[src/rtl/vme_win_pkg.sv]
package vme_win_pkg;

  localparam int NWIN    = 3;
  localparam int WIN_A24 = 0;
  localparam int WIN_A32 = 1;
  localparam int WIN_A64 = 2;

  localparam logic [1:0] ACC_READ  = 2'd0;
  localparam logic [1:0] PROT_NONE = 2'd0;
  localparam logic [1:0] PROT_WR   = 2'd1;

  localparam logic [5:0] AM_A64_BLK = 6'h00;
  localparam logic [2:0] AM_A32_GRP = 3'b001;
  localparam logic [2:0] AM_A24_GRP = 3'b111;

  typedef struct packed {
    logic            capture;
    logic [NWIN-1:0] sel;
    logic            fault;
  } win_strb_t;

endpackage

[src/rtl/vme_win_ctrl.sv]
module vme_win_ctrl
  import vme_win_pkg::*;
(
  input  logic                 cycleValid,
  input  logic [5:0]           vmeAm,
  input  logic [1:0]           accType,
  input  logic [NWIN-1:0]      addrMatch,
  input  logic [NWIN-1:0]      winEn,
  input  logic [NWIN-1:0][1:0] winProt,
  output win_strb_t            strb
);

  logic [NWIN-1:0] spaceOk;
  logic [NWIN-1:0] cand;
  logic [NWIN-1:0] refuse;
  logic [NWIN-1:0] winner;

  // address modifier to space
  always_comb begin
    spaceOk          = '0;
    spaceOk[WIN_A64] = (vmeAm == AM_A64_BLK);
    spaceOk[WIN_A32] = (vmeAm[5:3] == AM_A32_GRP);
    spaceOk[WIN_A24] = (vmeAm[5:3] == AM_A24_GRP);
  end

  for (genvar w = 0; w < NWIN; w++) begin : g_win
    assign cand[w]   = spaceOk[w] & winEn[w] & addrMatch[w];
    assign refuse[w] = (winProt[w] == PROT_WR) ? (accType != ACC_READ)
                                               : (winProt[w] != PROT_NONE);
  end

  // highest index wins: 64-bit, then 32-bit, then 24-bit
  always_comb begin
    winner = '0;
    for (int i = 0; i < NWIN; i++) begin
      if (cand[i]) winner = NWIN'(1) << i;
    end
  end

  always_comb begin
    strb.capture = cycleValid;
    strb.sel     = cycleValid ? (winner & ~refuse) : '0;
    strb.fault   = cycleValid & (|(winner & refuse));
  end

endmodule

[src/rtl/vme_win_dp.sv]
module vme_win_dp
  import vme_win_pkg::*;
#(
  parameter int ADDR_W      = 64,
  parameter int A64_LOG     = 32,
  parameter int WIN_LOG     = 27,
  parameter int A32_W       = 32,
  parameter int A32_MIN_LOG = 12,
  parameter int A24_W       = 24,
  parameter int A24_MIN_LOG = 19,
  parameter int A24_SEL_W   = 2,
  parameter int LOG_W       = 5
) (
  input  logic                        clk,
  input  logic                        rstN,
  input  logic [ADDR_W-1:0]           vmeAddr,
  input  logic [ADDR_W-A64_LOG-1:0]   a64BaseHi,
  input  logic [A32_W-WIN_LOG-1:0]    a32BaseHi,
  input  logic [LOG_W-1:0]            a32SizeLog,
  input  logic [A24_W-A24_MIN_LOG-1:0] a24BaseHi,
  input  logic [A24_SEL_W-1:0]        a24SizeSel,
  input  win_strb_t                   strb,
  output logic [NWIN-1:0]             addrMatch,
  output logic                        respValid,
  output logic [NWIN-1:0]             winSel,
  output logic [WIN_LOG-1:0]          localOffset,
  output logic                        protFault
);

  localparam int OFF_W = WIN_LOG;
  localparam int PAD_W = OFF_W - A24_W;

  logic [OFF_W-1:0] winOff [NWIN];
  logic [LOG_W-1:0] a32LogEff;
  logic [OFF_W-1:0] a32HiMask;
  logic [LOG_W-1:0] a24Log;
  logic [A24_W-1:0] a24HiMask;
  logic [A24_W-1:0] a24Base;
  logic [OFF_W-1:0] offNext;

  // 64-bit window: fixed 2^WIN_LOG bytes
  always_comb begin
    addrMatch[WIN_A64] = (vmeAddr[ADDR_W-1:A64_LOG] == a64BaseHi) &&
                         (vmeAddr[A64_LOG-1:WIN_LOG] == '0);
    winOff[WIN_A64]    = vmeAddr[WIN_LOG-1:0];
  end

  // 32-bit window: clamped power-of-two size at the bottom of its slot
  always_comb begin
    if (a32SizeLog < LOG_W'(A32_MIN_LOG))    a32LogEff = LOG_W'(A32_MIN_LOG);
    else if (a32SizeLog > LOG_W'(WIN_LOG))   a32LogEff = LOG_W'(WIN_LOG);
    else                                     a32LogEff = a32SizeLog;
    a32HiMask          = {OFF_W{1'b1}} << a32LogEff;
    addrMatch[WIN_A32] = (vmeAddr[A32_W-1:WIN_LOG] == a32BaseHi) &&
                         ((vmeAddr[WIN_LOG-1:0] & a32HiMask) == '0);
    winOff[WIN_A32]    = vmeAddr[WIN_LOG-1:0] & ~a32HiMask;
  end

  // 24-bit window: base bits under the size are dropped
  always_comb begin
    a24Log             = LOG_W'(A24_MIN_LOG) + LOG_W'(a24SizeSel);
    a24HiMask          = {A24_W{1'b1}} << a24Log;
    a24Base            = {a24BaseHi, {A24_MIN_LOG{1'b0}}};
    addrMatch[WIN_A24] = (((vmeAddr[A24_W-1:0] ^ a24Base) & a24HiMask) == '0);
    winOff[WIN_A24]    = {{PAD_W{1'b0}}, vmeAddr[A24_W-1:0] & ~a24HiMask};
  end

  always_comb begin
    offNext = '0;
    for (int i = 0; i < NWIN; i++) begin
      if (strb.sel[i]) offNext = offNext | winOff[i];
    end
  end

  always_ff @(posedge clk) begin
    if (!rstN) begin
      respValid   <= 1'b0;
      winSel      <= '0;
      localOffset <= '0;
      protFault   <= 1'b0;
    end else begin
      respValid <= strb.capture;
      if (strb.capture) begin
        winSel      <= strb.sel;
        localOffset <= offNext;
        protFault   <= strb.fault;
      end
    end
  end

endmodule

[src/rtl/vme_slave_win_dec.sv]
module vme_slave_win_dec
  import vme_win_pkg::*;
#(
  parameter int ADDR_W      = 64,
  parameter int A64_LOG     = 32,
  parameter int WIN_LOG     = 27,
  parameter int A32_W       = 32,
  parameter int A32_MIN_LOG = 12,
  parameter int A24_W       = 24,
  parameter int A24_MIN_LOG = 19,
  parameter int A24_SEL_W   = 2,
  parameter int LOG_W       = $clog2(A32_W)
) (
  input  logic                          clk,
  input  logic                          rstN,
  input  logic                          cycleValid,
  input  logic [ADDR_W-1:0]             vmeAddr,
  input  logic [5:0]                    vmeAm,
  input  logic [1:0]                    accType,
  input  logic                          a64En,
  input  logic [ADDR_W-A64_LOG-1:0]     a64BaseHi,
  input  logic [1:0]                    a64Prot,
  input  logic                          a32En,
  input  logic [A32_W-WIN_LOG-1:0]      a32BaseHi,
  input  logic [LOG_W-1:0]              a32SizeLog,
  input  logic [1:0]                    a32Prot,
  input  logic                          a24En,
  input  logic [A24_W-A24_MIN_LOG-1:0]  a24BaseHi,
  input  logic [A24_SEL_W-1:0]          a24SizeSel,
  input  logic [1:0]                    a24Prot,
  output logic                          respValid,
  output logic                          hit,
  output logic [NWIN-1:0]               winSel,
  output logic [WIN_LOG-1:0]            localOffset,
  output logic                          protFault
);

  win_strb_t            strb;
  logic [NWIN-1:0]      addrMatch;
  logic [NWIN-1:0]      winEn;
  logic [NWIN-1:0][1:0] winProt;

  assign winEn   = {a64En, a32En, a24En};
  assign winProt = {a64Prot, a32Prot, a24Prot};
  assign hit     = |winSel;

  vme_win_ctrl ctrl_i (
    .cycleValid (cycleValid),
    .vmeAm      (vmeAm),
    .accType    (accType),
    .addrMatch  (addrMatch),
    .winEn      (winEn),
    .winProt    (winProt),
    .strb       (strb)
  );

  vme_win_dp #(
    .ADDR_W(ADDR_W), .A64_LOG(A64_LOG), .WIN_LOG(WIN_LOG), .A32_W(A32_W),
    .A32_MIN_LOG(A32_MIN_LOG), .A24_W(A24_W), .A24_MIN_LOG(A24_MIN_LOG),
    .A24_SEL_W(A24_SEL_W), .LOG_W(LOG_W)
  ) dp_i (
    .clk         (clk),
    .rstN        (rstN),
    .vmeAddr     (vmeAddr),
    .a64BaseHi   (a64BaseHi),
    .a32BaseHi   (a32BaseHi),
    .a32SizeLog  (a32SizeLog),
    .a24BaseHi   (a24BaseHi),
    .a24SizeSel  (a24SizeSel),
    .strb        (strb),
    .addrMatch   (addrMatch),
    .respValid   (respValid),
    .winSel      (winSel),
    .localOffset (localOffset),
    .protFault   (protFault)
  );

endmodule

[config.mk]
export PLATFORM = sky130hd
export DESIGN_NAME = vme_slave_win_dec
export DESIGN_NICKNAME = d
export VERILOG_FILES = /design/src/rtl/vme_win_pkg.sv /design/src/rtl/vme_win_ctrl.sv /design/src/rtl/vme_win_dp.sv /design/src/rtl/vme_slave_win_dec.sv
export SDC_FILE = /design/constraint.sdc
export NUM_CORES = 1
export LEC_CHECK = 0
export ABC_AREA = 1
export BUFFER_PORTS_ARGS = -buffer_cell sky130_fd_sc_hd__buf_4
export CORE_MARGIN = 2
export CORE_UTILIZATION = 40
export DETAILED_ROUTE_END_ITERATION = 7
export PLACE_DENSITY = 0.78
export SLEW_MARGIN = 20
export SYNTH_ARGS = -nofsm -noshare
export SYNTH_HDL_FRONTEND = slang
export SYNTH_HIERARCHICAL = 1
export SYNTH_SLANG_ARGS = --single-unit
[constraint.sdc]
create_clock -name clk -period 3.1 [get_ports clk]
set_input_delay 0.465 -clock clk [delete_from_list [all_inputs] [get_ports clk]]
set_output_delay 0.465 -clock clk [all_outputs]
set_load 0.02 [all_outputs]
Word-level counts from Yosys, hierarchy flattened
Index checks and enable logic that the tools add are counted. W data, S select, Z words.

Register bits: 32. Latch bits: 0. Bits in writable memories: 0. Bits in read-only memories: 0. Input port bits: 133. Output and inout bits: 33. Word-level logic and storage cells: 59. Memories kept: 0.

$add $sub $neg: 1. $mul: 0. Div/mod/pow operators: 0. Order comparisons: 2. Eq/ne operators: 7. Shift-type cells: 2. Multiplexer cells: 12. Bitwise gates (word level): 19. Reduce and logical (&&, ||, !) cells: 12.

Operators by type and width (count): $and A27 B27 Y27 (2); $mux W27 (2); $or A27 B27 Y27 (2); $and A24 B24 Y24 (2); $eq A32 B32 Y1 (1); $logic_not A27 Y1 (1); $not A27 Y27 (1); $shl A27 B5 Y27 const A (1); $logic_not A24 Y1 (1); $mux W24 (1); $not A24 Y24 (1); $shl A24 B5 Y24 const A (1); $xor A24 B24 Y24 (1); $mux W5 (2); $reduce_bool A2 Y1 (4); $and A1 B1 Y1 (7); $and A3 B3 Y3 (2); $eq A2 B1 Y1 const B (3); $logic_not A6 Y1 (1); $mux W3 (2); $reduce_or A3 Y1 (2); $add A5 B2 Y5 const A (1); $eq A5 B5 Y1 (1); $gt A5 B5 Y1 const B (1); other kinds (8) (12).

Longest topological paths before layout
Gate-level depths: netlist of the first run.

Word-level depth: 17. Depth in mapped cells: 23. Gate-level depth less buffers: 22.

By module
Netlist of the first run, hierarchy kept.

By module, submodules not included: vme_win_dp (times used 1, cells an instance 360, area an instance 2272.2 sq um); vme_win_ctrl (times used 1, cells an instance 38, area an instance 165.2 sq um); vme_slave_win_dec (times used 1, cells an instance 3, area an instance 11.3 sq um).

Worst setup path before layout of the first run
No wires, ideal clock.

Kind: input port to flip-flop. From: in a24SizeSel[0]. To: reg dp_i.localOffset[13]. Arrival: 2.427 ns. Setup slack: 0.613 ns. Stages on the path: 14. Buffers on the path: 0. Cells stage by stage: inv_1 > ha_1 > nor2_1 > a21oi_1 > o21ai_0 > nand3_1 > a211oi_1 > nand4_1 > nor3_1 > nor2_4 > nand2_1 > nand2_1 > inv_1 > a32o_1.

RTL lines: start, declared (line vme_slave_win_dec.sv:29) `input logic [A24_SEL_W-1:0] a24SizeSel,`; end signal, assigned (line vme_win_dp.sv:85) `localOffset <= offNext;`; end, declared (line vme_win_dp.sv:26) `output logic [WIN_LOG-1:0] localOffset,`.

==> flow_metrics.py, run 1 <==
metrics = {
    "run_status": {
        "outcome": "complete, no violations",
    },
    "floorplan": {
        "design.core.area_um2": 5920,
        "die_h_um": 82.2,
        "die_w_um": 82.2,
        "io_pins": 166,
        "rows": 28,
        "dieArea_um2": 6760,
        "start_util_pct": 41.4,
    },
    "synthesis": {
        "synth_simple_gate_area_share_pct": 39.9,
        "synth_seq_area_share_pct": 26.2,
        "synth_nets": 537,
        "ys_types": 38,
        "syn_area_um2": 2450,
        "async_flop_share_pct": 0,
        "yosys_warnings": 6,
        "ys.flop_type": "dfxtp_1",
        "synth_compound_area_share_pct": 16.8,
        "synth-adder-area-share_pct": 1.53,
        "synth_edf_count": 0,
        "synth_top_family_by_area": "simple AND/OR/NAND/NOR gates",
        "synth_xor_xnor_area_share_pct": 3.22,
        "synth-seq-cells": 32,
        "muxShareOfSynthArea_pct": 0,
        "syn_area_per_cell_um2": 6.11,
        "synth_cells": 401,
    },
    "timing": {
        "setup_violations": 0,
        "layout_min_cycle_time_ps": 2450,
        "fin_crit_sh_pct": 78.9,
        "max_freq_mhz": 409,
        "finClkSkew_ps": 0,
        "fin_ws_ps": 654,
        "rsz0062_at_grt": "no",
        "relSlewSlack_pct": 68.8,
        "tightestPinTransition_ps": 468,
        "fin_tns_setup_ps": 0,
        "slew_viol_final": 0,
        "hold_viol_final": 0,
    },
    "power": {
        "peakVddDrop_v": 0.000371,
        "powerDensity_nw_per_um2": 303,
        "finalPower_mw": 1.17,
        "p_leak_nw": 2.12,
    },
    "routing": {
        "dr_total_vias": 3160,
        "wl_per_cell_um": 13.5,
        "drt_iter0_markers": 143,
        "via_per_inst": 4.91,
        "ant_nets": 0,
        "drc": 0,
        "dr.pass1.iters": 4,
        "wirelength_mm": 8.69,
    },
    "worst_hold_path": {
        "hold_path_depth": 2,
        "hold_end": "dp_i/localOffset[8]",
        "hold_start": "vmeAddr[8]",
        "worstHoldPathType": "in -> reg",
    },
    "job": {
        "drv_cap": 0,
    },
    "critical_path": {
        "cpMostUsedCell": "nand2_1",
        "worst_setup_path_end_kind": "flop",
        "cpPeakStageDelay_ps": 210,
        "crit_arrival_ps": 2670,
        "path_cells": "buf_4, nand2_4, inv_2, nand2_1, nand2_4, nand2_1, nand3_1, nand2_1, nor2_1, nand2_1, nor2_2, nand3_1, nor2_1, nand2_1, nor2_1, inv_1, nand2_1, nand2_1, inv_1, a32o_1",
        "crit_slowest_cell": "nor2_1",
        "crit_type": "in -> reg",
        "start_kind": "primary input",
        "cp_max_fo": 11,
        "r2r_setup_slack_ps": 2460,
        "rr_worst_depth": 2,
        "r2r-start": "dp_i/localOffset[3]",
        "cp_data_required_time_ps": 3330,
        "r2r-end": "dp_i/localOffset[3]",
        "cp_num_buf_inv": 4,
        "critical_path.top_delay_family": "simple AND/OR/NAND/NOR gates",
    },
    "grt": {
        "grt_antenna_before_repair": 0,
        "grt_use_total_pct": 25.5,
        "grt_pass1_vias": 2973,
        "grt-ovfl-total": 0,
        "grt_pass1_wl_mm": 13.3,
        "grt_max_degree": 23,
    },
    "layout": {
        "fin_area_um2": 3880,
        "drive_gt1_share_pct": 34.7,
        "fin_cells": 643,
        "num_antenna_cells": 0,
        "area_delta_synth_final_pct": 58.4,
        "num-nets-final": 703,
    },
    "place": {
        "place_inst": 635,
        "gp_congestion": 0.970,
        "hpwl_mm": 7.45,
        "placed_area_um2": 3750,
        "pre_cts_ws_ps": 385,
        "placement.io_buffers": 165,
    },
    "clocking": {
        "post_cts_resized": 0,
        "cts_max_path_buffers": 2,
        "cts.clk_slew.worst_paths_ps": 70,
        "clock_latency_ps": 280,
        "cts_hold_buf": 0,
        "cts-buffers-inserted": 5,
        "postCtsSetupBuffers": 0,
        "clock-root-buffer": "clkbuf_8",
        "h-tree-depth": 2,
        "clock-sinks": 32,
        "cts_tree": "built",
    },
}
worst max-delay path by stage:
stage	start	endpoint	slack, ps	depth (start not counted)
after global placement	vmeAddr[31]	dp_i/localOffset[13]	430	17
after CTS	vmeAddr[30]	dp_i/localOffset[13]	680	17
after floorplan	a24SizeSel[0]	dp_i/localOffset[13]	610	14
after detailed placement	a32SizeLog[4]	dp_i/localOffset[13]	390	22
after global routing	a32SizeLog[4]	dp_i/localOffset[13]	280	20
final	a32SizeLog[4]	dp_i/localOffset[13]	650	20
synthesized netlist by cell type, types with 2 or more instances:
cell,instances,area share (%)
nor2_1,33,5.1
a22o_1,6,2.1
o21ai_1,5,1.0
nor2_2,4,1.0
a32o_1,4,1.6
o2111ai_1,3,1.1
a21oi_1,13,2.7
or2_2,3,0.77
buf_2,6,1.2
o21ai_0,24,4.9
o22ai_1,4,1.0
nand4_1,10,2.6
xor2_1,4,1.4
ha_1,3,1.5
nand2_2,3,0.77
nor4_1,2,0.51
nor3_1,4,0.82
buf_4,2,0.61
nand3_1,33,6.7
nand2_1,118,18
dfxtp_1,32,26
xnor2_1,5,1.8
inv_1,62,9.5
nand2_4,4,1.8
where the power goes:
part / total, mW / switching (mW) / internal, mW
clock: 0.438 / 0.154 / 0.284
sequential: 0.419 / 0.00241 / 0.416
combinational: 0.317 / 0.150 / 0.167
total: 1.17 / 0.306 / 0.867
cells in the final DEF, fill, tap and decap left out, drive strengths merged, types with 2 or more instances in the layout:
cell type	n
a21oi	13
a22o	6
a32o	4
buf	169
clkbuf	7
dfxtp	32
ha	3
inv	64
nand2	126
nand3	34
nand4	10
nor2	38
nor3	4
nor4	2
o2111ai	3
o21ai	30
o22ai	4
or2	3
xnor2	5
xor2	4
metal layers:
layer / track usage, % / vias up / wire length (µm)
li1: - / 1629 / -
met1: 31.3 / 1398 / 3640
met2: 45.3 / 117 / 4360
met3: 4.35 / 16 / 546
met4: 7.17 / 0 / 137
met5: 0 / - / 0
stage by stage:
step	hold WS (ps)	util, %
finish	390	65.5
global route	382	65.5
CTS	387	65.5
detailed placement	445	63.4
global placement	442	63.4
floorplan	527	-
cells by family after synthesis:
logic type,after synthesis
AO/OA/AOI/OAI,66
XOR/XNOR,9
adder cells (fa/ha/maj),3
buffers and inverters,74
flip-flops,32
AND/OR/NAND/NOR,217
worst register-to-register path, delay by kind of cell, from the launching register on:
| family | cells | cell delay (ps) |
|---|---|---|
| flops | 1 | 320 |
| compound gates | 2 | 200 |
state kept, by name, summed over array words and instances (netlist names):
signal,count
dp_i/respValid,1
dp_i/winSel,3
dp_i/localOffset,27
dp_i/protFault,1
layout make-up:
class	count	area, µm²
clock buffers	7	96.3
inverters	64	245
fillers	584	2040
clock inverters	1	30.0
flip-flops and latches	32	641
multi-input cells	295	1500
repair buffers	169	1270
well taps	75	93.8
Power figures use the tool's default switching activity.
==> run 2: changes to the inputs <==
--- a/config.mk
+++ b/config.mk
@@ -8,9 +8,9 @@
 export ABC_AREA = 1
 export BUFFER_PORTS_ARGS = -buffer_cell sky130_fd_sc_hd__buf_4
 export CORE_MARGIN = 2
-export CORE_UTILIZATION = 40
+export CORE_UTILIZATION = 38
 export DETAILED_ROUTE_END_ITERATION = 7
-export PLACE_DENSITY = 0.78
+export PLACE_DENSITY = 0.77
 export SLEW_MARGIN = 20
 export SYNTH_ARGS = -nofsm -noshare
 export SYNTH_HDL_FRONTEND = slang
==> constraint.sdc (replaced) <==
create_clock -name clk -period 2.25 [get_ports clk]
set_input_delay 0.3375 -clock clk [delete_from_list [all_inputs] [get_ports clk]]
set_output_delay 0.3375 -clock clk [all_outputs]
set_load 0.02 [all_outputs]
==> run 2 against run 1 <==
  * Via count rose by 3.0%
  * Count of clock-buffer cells in the layout fell by 1
  * Die area rose by 5.0%
  * Combinational power rose by 49%
  * Register-to-register slack got worse by 850 ps
  * Non-clock buffer count rose by 35
  * Global-route usage fell by 1.3 points
  * Critical path depth fell by 1
  * Wire length fell by 0.39%
  * Clock skew did not move
==> flow_metrics.py, run 2 (synthesized netlist as in run 1, its figures left out) <==
metrics = {
    "run_status": {
        "outcome": "complete, no violations",
    },
    "timing": {
        "relSlewSlack_pct": 75.7,
        "tightestPinTransition_ps": 364,
        "rsz0062_at_grt": "yes",
        "slew_viol_final": 0,
        "max_freq_mhz": 486,
        "fin_ws_ps": 190,
        "finClkSkew_ps": 0,
        "setup_violations": 0,
        "fin_crit_sh_pct": 91.5,
        "layout_min_cycle_time_ps": 2060,
        "finalHoldWorstSlack_ps": 266,
        "hold_viol_final": 0,
    },
    "critical_path": {
        "cp_max_fo": 8,
        "cpMostUsedCell": "nand3_1",
        "cpPeakStageDelay_ps": 210,
        "crit_arrival_ps": 2280,
        "critical_path.top_delay_family": "simple AND/OR/NAND/NOR gates",
        "crit_type": "in -> reg",
        "start_kind": "primary input",
        "path_cells": "buf_4, nand2_2, nand2_8, nand2_4, nor2_2, nand3_1, nand3_1, nand2_1, inv_1, nand2_1, nor2_2, nand3_1, nor2_2, nand2_2, nor2_4, nand2_2, o221ai_1, nand3_1, nand2_1",
        "worst_setup_path_end_kind": "flop",
        "cp_data_required_time_ps": 2470,
        "crit_slowest_cell": "o221ai_1",
        "cp_num_buf_inv": 2,
    },
    "floorplan": {
        "rows": 29,
        "die_h_um": 84.3,
        "design.core.area_um2": 6280,
        "io_pins": 166,
        "start_util_pct": 39.0,
        "dieArea_um2": 7100,
        "die_w_um": 84.3,
    },
    "layout": {
        "max_flop_register": "dp_i/localOffset",
        "fin_cells": 680,
        "fin_util_pct": 66.7,
        "layout_commonest_cell": "buf_4",
        "num-nets-final": 738,
        "final_cell_mix": "204 x buf_4, 112 x nand2_1, 60 x inv_1",
        "area_delta_synth_final_pct": 71.0,
        "num_antenna_cells": 0,
        "drive_gt1_share_pct": 40.8,
        "reg.largest.list": "dp_i/localOffset (27), dp_i/winSel (3)",
        "fill_cells": 573,
        "largest_reg_flops": 27,
    },
    "routing": {
        "via_per_inst": 4.79,
        "dr_total_vias": 3254,
        "drt_iter0_markers": 140,
        "drc": 0,
        "dr.pass1.iters": 6,
        "wirelength_mm": 8.65,
        "wl_per_cell_um": 12.7,
        "ant_nets": 0,
    },
    "clocking": {
        "clock-sinks": 32,
        "cts.clk_slew.worst_paths_ps": 70,
        "clock_latency_ps": 280,
        "cts_hold_buf": 0,
        "cts_max_path_buffers": 2,
        "h-tree-depth": 2,
        "cts-buffers-inserted": 5,
        "cts_tree": "built",
        "postCtsSetupBuffers": 0,
        "clock-root-buffer": "clkbuf_8",
    },
    "power": {
        "p_sw_mw": 0.430,
        "peakVddDrop_v": 0.000429,
        "pwr-share-seq_pct": 36.2,
        "swShare_pct": 27.1,
        "powerDensity_nw_per_um2": 380,
        "p_clk_share_pct": 34.1,
        "p_comb_share_pct": 29.6,
        "p_leak_nw": 2.28,
        "p_int_mw": 1.16,
    },
    "grt": {
        "grt_pass1_vias": 3217,
        "grt-ovfl-total": 0,
        "grt_use_total_pct": 24.2,
        "grt_pass1_wl_mm": 14.1,
        "grt_antenna_before_repair": 0,
        "grt_max_degree": 23,
    },
    "place": {
        "gp_congestion": 0.924,
        "placement.io_buffers": 165,
        "hpwl_mm": 7.41,
        "place_inst": 672,
        "pre_cts_ws_ps": -295,
    },
    "job": {
        "drv_cap": 0,
    },
    "worst_hold_path": {
        "worstHoldPathType": "in -> reg",
    },
}
run 2: area by class of cell:
class	count	area, µm²	area share [%]
repair buffers	204	1530	36.6
inverters	64	248	5.92
multi-input cells	295	1560	37.3
well taps	77	96.3	2.30
clock inverters	2	35.0	0.837
clock buffers	6	72.6	1.73
flip-flops and latches	32	641	15.3
run 2: timing repair:
action                     CTS  global route
setup endpoints to repair    2            27
pin swaps                    0             7
resized for setup            1            16
run 2: final timing paths:
| path | start | end | slack, ps | cells past startpoint |
|---|---|---|---|---|
| max reg2reg | dp_i/localOffset[10] | dp_i/localOffset[10] | 1610 | 1 |
| min reg2reg | dp_i/localOffset[19] | dp_i/localOffset[19] | 450 | 2 |
| min | vmeAddr[7] | dp_i/localOffset[7] | 270 | 2 |
| max | a32SizeLog[2] | dp_i/localOffset[19] | 190 | 19 |
run 2: routing by layer:
layer  part of all wire, %  wire [µm]  up-vias  GRT usage, %
li1                      -          -     1704             -
met1                    43       3680     1419          30.0
met2                    50       4290      113          42.6
met3                   5.7        492       18          3.64
met4                   2.3        195        0          8.21
met5                     0          0        -             0
run 2: power groups by stage:
stage | logic, mW | registers [mW] | clock network, mW
after floorplan | 0.179 | 0.598 | 0
after global placement | 0.460 | 0.589 | 0
after detailed placement | 0.466 | 0.589 | 0
after CTS | 0.467 | 0.577 | 0.549
after global routing | 0.521 | 0.577 | 0.576
final | 0.471 | 0.576 | 0.543
run 2: metrics by stage:
stage          area (µm²)  power [mW]  setup TNS (ps)
2_1_floorplan        2460       0.777               0
3_3_place_gp         4020        1.05           -5340
3_5_place_dp         4020        1.05           -5220
4_1_cts              4130        1.59               0
5_1_grt              4190        1.67           -74.8
6_report             4190        1.59               0
